File: config.mk
export PLATFORM = sky130hd
export DESIGN_NAME = uart_break_detector
export DESIGN_NICKNAME = d
export VERILOG_FILES = /design/src/rtl/ubd_pkg.sv /design/src/rtl/ubd_frame_len.sv /design/src/rtl/ubd_space_fsm.sv /design/src/rtl/ubd_flag_ctl.sv /design/src/rtl/uart_break_detector.sv
export SDC_FILE = /design/constraint.sdc
export NUM_CORES = 1
export LEC_CHECK = 0
export BUFFER_PORTS_ARGS = -buffer_cell sky130_fd_sc_hd__buf_2
export CORE_MARGIN = 3
export CORE_UTILIZATION = 30
export DETAILED_ROUTE_END_ITERATION = 6
export SYNTH_ARGS = -nofsm -noshare
export SYNTH_HDL_FRONTEND = slang
export SYNTH_SLANG_ARGS = --single-unit
File: constraint.sdc
create_clock -name clk -period 2.7 [get_ports clk]
set_clock_uncertainty 0.2 [all_clocks]
set_input_delay 0.405 -clock clk [delete_from_list [all_inputs] [get_ports clk]]
set_output_delay 0.405 -clock clk [all_outputs]
set_load 0.005 [all_outputs]
File: src/rtl/ubd_pkg.sv
package ubd_pkg;
    typedef enum logic [1:0] {
        ST_IDLE  = 2'd0,
        ST_ARMED = 2'd1,
        ST_BREAK = 2'd2
    } brk_state_t;
endpackage

File: src/rtl/ubd_frame_len.sv
module ubd_frame_len #(
    parameter int MIN_DATA = 5,
    parameter int CODE_W   = 2,
    parameter int CNT_W    = 4
) (
    input  logic [CODE_W-1:0] data_code,
    input  logic              parity_en,
    input  logic              two_stop,
    output logic [CNT_W-1:0]  frame_len
);
    localparam logic [CNT_W-1:0] FIXED_BITS = CNT_W'(MIN_DATA + 2); // start + min data + one stop

    always_comb begin
        frame_len = FIXED_BITS
                  + CNT_W'(data_code)
                  + CNT_W'(parity_en)
                  + CNT_W'(two_stop);
    end
endmodule

File: src/rtl/ubd_space_fsm.sv
module ubd_space_fsm
    import ubd_pkg::*;
#(
    parameter int CNT_W = 4
) (
    input  logic             clk,
    input  logic             rst_n,
    input  logic             soft_rst,
    input  logic [CNT_W-1:0] frame_len,
    input  logic             rx_line,
    input  logic             bit_tick,
    input  logic             frame_done,
    input  logic             frame_err,
    output logic             brk_set,
    output logic             brk_active
);
    brk_state_t       state, state_nx;
    logic [CNT_W-1:0] space_cnt, space_cnt_nx;

    // State register
    always_ff @(posedge clk or negedge rst_n) begin
        if (!rst_n) begin
            state     <= ST_IDLE;
            space_cnt <= '0;
        end else if (soft_rst) begin
            state     <= ST_IDLE;
            space_cnt <= '0;
        end else begin
            state     <= state_nx;
            space_cnt <= space_cnt_nx;
        end
    end

    // Next state and counter
    always_comb begin
        state_nx     = state;
        space_cnt_nx = space_cnt;
        unique case (state)
            ST_IDLE: begin
                if (frame_done && frame_err && !rx_line) begin
                    state_nx     = ST_ARMED;
                    space_cnt_nx = '0;
                end
            end
            ST_ARMED: begin
                if (rx_line) begin
                    state_nx     = ST_IDLE;
                    space_cnt_nx = '0;
                end else if (bit_tick) begin
                    if (space_cnt == frame_len - CNT_W'(1)) begin
                        state_nx     = ST_BREAK;
                        space_cnt_nx = '0;
                    end else begin
                        space_cnt_nx = space_cnt + CNT_W'(1);
                    end
                end
            end
            ST_BREAK: begin
                if (rx_line) state_nx = ST_IDLE;
            end
            default: begin
                state_nx     = ST_IDLE;
                space_cnt_nx = '0;
            end
        endcase
    end

    // Outputs
    always_comb begin
        brk_active = (state == ST_BREAK);
        brk_set    = (state == ST_ARMED) && !rx_line && bit_tick
                     && (space_cnt == frame_len - CNT_W'(1));
    end

    a_r3_mark_disarms: assert property (@(posedge clk) disable iff (!rst_n)
        (state == ST_ARMED && rx_line) |=> (state == ST_IDLE));

    a_r5_mark_ends_break: assert property (@(posedge clk) disable iff (!rst_n)
        (state == ST_BREAK && rx_line) |=> (state == ST_IDLE));

    a_r9_clean_frame_no_arm: assert property (@(posedge clk) disable iff (!rst_n)
        (state == ST_IDLE && !(frame_done && frame_err)) |=> (state == ST_IDLE));

    a_r8_soft_reset_idle: assert property (@(posedge clk) disable iff (!rst_n)
        soft_rst |=> (state == ST_IDLE));
endmodule

File: src/rtl/ubd_flag_ctl.sv
module ubd_flag_ctl (
    input  logic clk,
    input  logic rst_n,
    input  logic soft_rst,
    input  logic brk_set,
    input  logic sts_rd,
    input  logic sts_wr,
    input  logic sts_wr_bit,
    output logic brk_flag
);
    logic rd_seen;

    always_ff @(posedge clk or negedge rst_n) begin
        if (!rst_n) begin
            brk_flag <= 1'b0;
            rd_seen  <= 1'b0;
        end else if (soft_rst) begin
            brk_flag <= 1'b0;
            rd_seen  <= 1'b0;
        end else begin
            if (brk_set)
                brk_flag <= 1'b1;
            else if (sts_wr && !sts_wr_bit && rd_seen)
                brk_flag <= 1'b0;

            if (sts_wr)
                rd_seen <= 1'b0;
            else if (sts_rd && brk_flag)
                rd_seen <= 1'b1;
        end
    end

    a_r7_no_clear_without_read: assert property (@(posedge clk) disable iff (!rst_n)
        (brk_flag && !rd_seen && !soft_rst) |=> brk_flag);

    a_r6_clear_after_read: assert property (@(posedge clk) disable iff (!rst_n)
        (sts_wr && !sts_wr_bit && rd_seen && !brk_set) |=> !brk_flag);

    a_r8_soft_reset_flag: assert property (@(posedge clk) disable iff (!rst_n)
        soft_rst |=> !brk_flag);
endmodule

File: src/rtl/uart_break_detector.sv
module uart_break_detector #(
    parameter int DATA_W   = 8,
    parameter int MIN_DATA = 5,
    parameter int CODE_W   = 2
) (
    input  logic              clk,
    input  logic              rst_n,
    input  logic              soft_rst,
    input  logic [CODE_W-1:0] cfg_data_code,
    input  logic              cfg_parity_en,
    input  logic              cfg_two_stop,
    input  logic              rx_line,
    input  logic              bit_tick,
    input  logic              frame_done,
    input  logic              frame_err,
    input  logic [DATA_W-1:0] rx_byte,
    input  logic              sts_rd,
    input  logic              sts_wr,
    input  logic              sts_wr_bit,
    output logic              brk_flag,
    output logic              rx_store_en,
    output logic              fifo_wr
);
    localparam int FRAME_MAX = 1 + MIN_DATA + (2 ** CODE_W - 1) + 1 + 2;
    localparam int CNT_W     = $clog2(FRAME_MAX + 1);

    logic [CNT_W-1:0] frame_len;
    logic             brk_set;
    logic             brk_active;

    ubd_frame_len #(.MIN_DATA(MIN_DATA), .CODE_W(CODE_W), .CNT_W(CNT_W)) u_len (
        .data_code (cfg_data_code),
        .parity_en (cfg_parity_en),
        .two_stop  (cfg_two_stop),
        .frame_len (frame_len)
    );

    ubd_space_fsm #(.CNT_W(CNT_W)) u_fsm (
        .clk        (clk),
        .rst_n      (rst_n),
        .soft_rst   (soft_rst),
        .frame_len  (frame_len),
        .rx_line    (rx_line),
        .bit_tick   (bit_tick),
        .frame_done (frame_done),
        .frame_err  (frame_err),
        .brk_set    (brk_set),
        .brk_active (brk_active)
    );

    ubd_flag_ctl u_flag (
        .clk        (clk),
        .rst_n      (rst_n),
        .soft_rst   (soft_rst),
        .brk_set    (brk_set),
        .sts_rd     (sts_rd),
        .sts_wr     (sts_wr),
        .sts_wr_bit (sts_wr_bit),
        .brk_flag   (brk_flag)
    );

    always_comb begin
        rx_store_en = !brk_active;
        fifo_wr     = frame_done && (rx_store_en || (rx_byte != '0));
    end

    a_r4_zero_blocked_in_break: assert property (@(posedge clk) disable iff (!rst_n)
        (!rx_store_en && frame_done && rx_byte == '0) |-> !fifo_wr);

    a_r4_store_outside_break: assert property (@(posedge clk) disable iff (!rst_n)
        (rx_store_en && frame_done) |-> fifo_wr);

    a_r2_flag_rises_with_break: assert property (@(posedge clk) disable iff (!rst_n)
        $rose(brk_flag) |-> !rx_store_en);

    a_r8_soft_reset_opens_gate: assert property (@(posedge clk) disable iff (!rst_n)
        soft_rst |=> rx_store_en);
endmodule

==> flow_summary_export.csv <==
group,metric,value,unit
run_status,status,"finished, final reports clean",
setup_path,timing_worst_setup_path_type,"input pin to flip-flop",
grt,gr-total-overflow,0,
setup_path,worst_setup_path_start_kind,"input pin",
timing,tightestPinTransition,422,ps
clocking,postCtsSetupBuffers,0,
timing,finalCriticalPeriod,2480,ps
timing,fin_worst_hold_slack,125,ps
clocking,cts_inserted_buffers,3,
grt,grt_max_degree,9,
clocking,clockBufferDepth,2,
setup_path,endpoint_kind,"flip-flop",
routing,route.antenna.remaining_nets,0,
pwr,power_report.internal_total,197,uW
setup_path,critPathMaxFanout,5,
logic_synthesis,synth_cells,53,
logic_synthesis,netlist.top_cell.by_area,"dfrtp_1",
clocking,ctsHtreeMaxLevel,1,
finish,fillers,169,
logic_synthesis,synthDistinctLibCells,31,
pwr,power_per_cell_area,354,mW/mm2
clocking,cts.sink_count,8,
clocking,insertion_delay_of_the_later_clocked_pin_in_the_worst_skew_pair,250,ps
placement,port_buffers,24,
logic_synthesis,yosys_warnings,0,
routing,vias_per_cell,5.01,
floorplan,die_width,49.0,um
timing,hold_violations,0,
finish,fin_area,741,um2
grt,wire_length_of_the_first_global_routing_pass,2070,um
timing,tns,0,ps
timing,timing.fmax,403,MHz
clocking,clock_tree.root_cell,"clkbuf_4",
floorplan,area_of_the_die,0.00240,mm2
logic_synthesis,post_synthesis_cell_area,556,um2
logic_synthesis,synth_area_leaders,"dfrtp_1, ha_1, nand3b_1",
clocking,cts.clk_slew.worst_paths,60,ps
setup_path,cp_data_arrival_time,2400,ps
routing,vias,526,
pwr,power_frac_seq,0.467,
routing,totalWireLength,1230,um
pwr,power.leakage,0.343,nW
routing,avgRoutedWirePerCell,11.7,um
placement,place_area,708,um2
grt,via_count_of_the_first_global_routing_pass,500,
logic_synthesis,synthesis.area_per_instance,10.5,um2
timing,worst_slew_margin_rel,0.715,
job,drv_cap,0,
timing,slew_limit_fails,0,
pwr,vdd_drop_max,0.243,mV
finish,finalNetCount,108,
setup_path,worstPathRequired,2620,ps
routing,drt-initial-drc-count,2,
logic_synthesis,postSynthNetCount,78,
finish,post_route_cells_drive_above_1_share,0.407,
floorplan,row_count,14,
pwr,power.switching_fraction,0.248,
routing,firstDrtPassIters,2,
pwr,total_switching_power,65.1,uW
floorplan,start_util,0.341,
clocking,tritoncts,"yes",
pwr,totalPowerFinal,262,uW
placement,detailedPlacementHpwl,1010,um
logic_synthesis,synth.yosys.seq_area_share,0.360,
timing,rsz_0062_raised_after_global_routing,"false",
finish,ant_diodes,0,
pwr,comb_power_share,0.182,
logic_synthesis,number_of_flip_flops_and_latches_in_the_synthesized_netlist,8,
timing,finalSetupViolCount,0,
min_path,hold_path.class,"input pin to flip-flop",
floorplan,core_area,0.00163,mm2
floorplan,pin_count,25,
timing,finalCritPeriodShare,0.920,
grt,antenna_found_initial,0,
grt,global_route.usage.total,0.111,
pwr,share_clk_of_total_power,0.351,
routing,drcViolationCount,0,
finish,layout-area-overhead-vs-synth,33.3,%
floorplan,dieHeight,49.0,um
placement,place.gp.congestion,0.715,
logic_synthesis,yosysTopAreaCellShare,0.360,
-- power by group through the flow --
stage	clock network (mW)	logic (mW)	registers, mW
after floorplan	0	0.0241	0.124
after global placement	0	0.0471	0.124
after detailed placement	0	0.0477	0.124
after CTS	0.0991	0.0489	0.122
after global routing	0.105	0.0544	0.122
final	0.0922	0.0477	0.122
-- through the flow --
step | util | worst slack (ps) | instances
6_report | 0.455 | 217 | 105
5_1_grt | 0.455 | 110 | 105
4_1_cts | 0.455 | 225 | 105
3_5_place_dp | 0.435 | -43.8 | 101
3_3_place_gp | 0.435 | 87.9 | 101
2_1_floorplan | - | 210 | 53
-- layer usage --
| layer | vias to the layer above | track usage | part of all wire |
|---|---|---|---|
| met2 | 24 | 0.174 | 0.45 |
| met4 | 0 | 0.0142 | 0 |
| met5 | - | 0 | 0 |
| met3 | 0 | 0.0459 | 0.083 |
| li1 | 264 | - | - |
| met1 | 238 | 0.146 | 0.47 |
-- worst max-delay path, cell delays in order --
cell	delay, ps
buf_2	70
inv_1	50
fa_1	420
ha_1	200
or3b_4	410
a211oi_4	330
nor2_1	100
a2111oi_1	420
-- Yosys cell counts --
| cell type | number |
|---|---|
| nor2_1 | 1 |
| nor4bb_1 | 1 |
| ha_1 | 2 |
| o31a_1 | 1 |
| nor3b_1 | 2 |
| o32ai_2 | 1 |
| clkbuf_2 | 1 |
| a22o_2 | 1 |
| o22ai_1 | 1 |
| fa_1 | 1 |
| and3_1 | 1 |
| nor2b_1 | 1 |
| mux2_2 | 1 |
| o31ai_1 | 3 |
| or4b_1 | 1 |
| a21oi_1 | 2 |
| a211oi_4 | 1 |
| nand2_1 | 3 |
| xnor2_1 | 2 |
| or3_1 | 1 |
| o32a_1 | 1 |
| a2111oi_1 | 1 |
| or3b_4 | 1 |
| inv_1 | 4 |
| nand3_1 | 1 |
| dfrtp_1 | 8 |
| nor3_1 | 2 |
| a22o_1 | 1 |
| or4_1 | 2 |
| nand3b_1 | 3 |
| nand2b_1 | 1 |
-- timing repair --
action                                  CTS  global route
hold endpoints to repair                  8             0
resized for setup                         0             0
endpoints found under the setup margin    0             0
hold buffers                              1             0
-- layout by cell type, fill, tap and decap left out, types with 2 or more instances in the layout --
cell      count
a21oi_1       2
buf_2        24
clkbuf_4      3
dfrtp_1       8
ha_1          2
inv_1         4
nand2_1       3
nand3b_1      3
nor3_1        2
nor3b_1       2
o31ai_1       3
or4_1         2
xnor2_1       2
-- cell families (layout without fill, tap and decap cells) --
| group | after synthesis | after routing | synth area share |
|---|---|---|---|
| xor+xnor | 2 | 2 | 0.0315 |
| simple gates | 21 | 21 | 0.250 |
| flops | 8 | 8 | 0.360 |
| mux | 1 | 1 | 0.0203 |
| buf+inv | 5 | 33 | 0.0360 |
| fa+ha+maj | 3 | 3 | 0.0811 |
| compound gates | 13 | 13 | 0.221 |
-- area by class of cell --
type | instances | area (um2) | share of cell area
sequential | 8 | 200 | 0.270
tap | 24 | 30.0 | 0.0405
clock buffer | 3 | 22.5 | 0.0304
multi-input combinational | 40 | 335 | 0.453
inverter | 4 | 15.0 | 0.0203
timing repair buffer | 26 | 138 | 0.186
-- path summary, 6_finish.rpt --
check,slack [ps],from,endpoint,depth (start not counted)
hold / removal,130,sts_wr,u_flag.rd_seen,2
hold reg to reg,360,u_fsm.space_cnt[1],u_fsm.space_cnt[1],2
max in group asynchronous,1800,rst_n,u_fsm.space_cnt[0],2
setup / recovery,220,cfg_data_code[0],u_fsm.state[1],8
min in group asynchronous,320,rst_n,u_flag.brk_flag,2
setup reg to reg,660,u_fsm.state[1],u_fsm.space_cnt[0],4
-- flip-flops by register name, summed over array words and instances (netlist names) --
register,count
u_flag.rd_seen,1
u_fsm.space_cnt,4
u_flag.brk_flag,1
u_fsm.state,2
(Power assumes the default switching activity.)
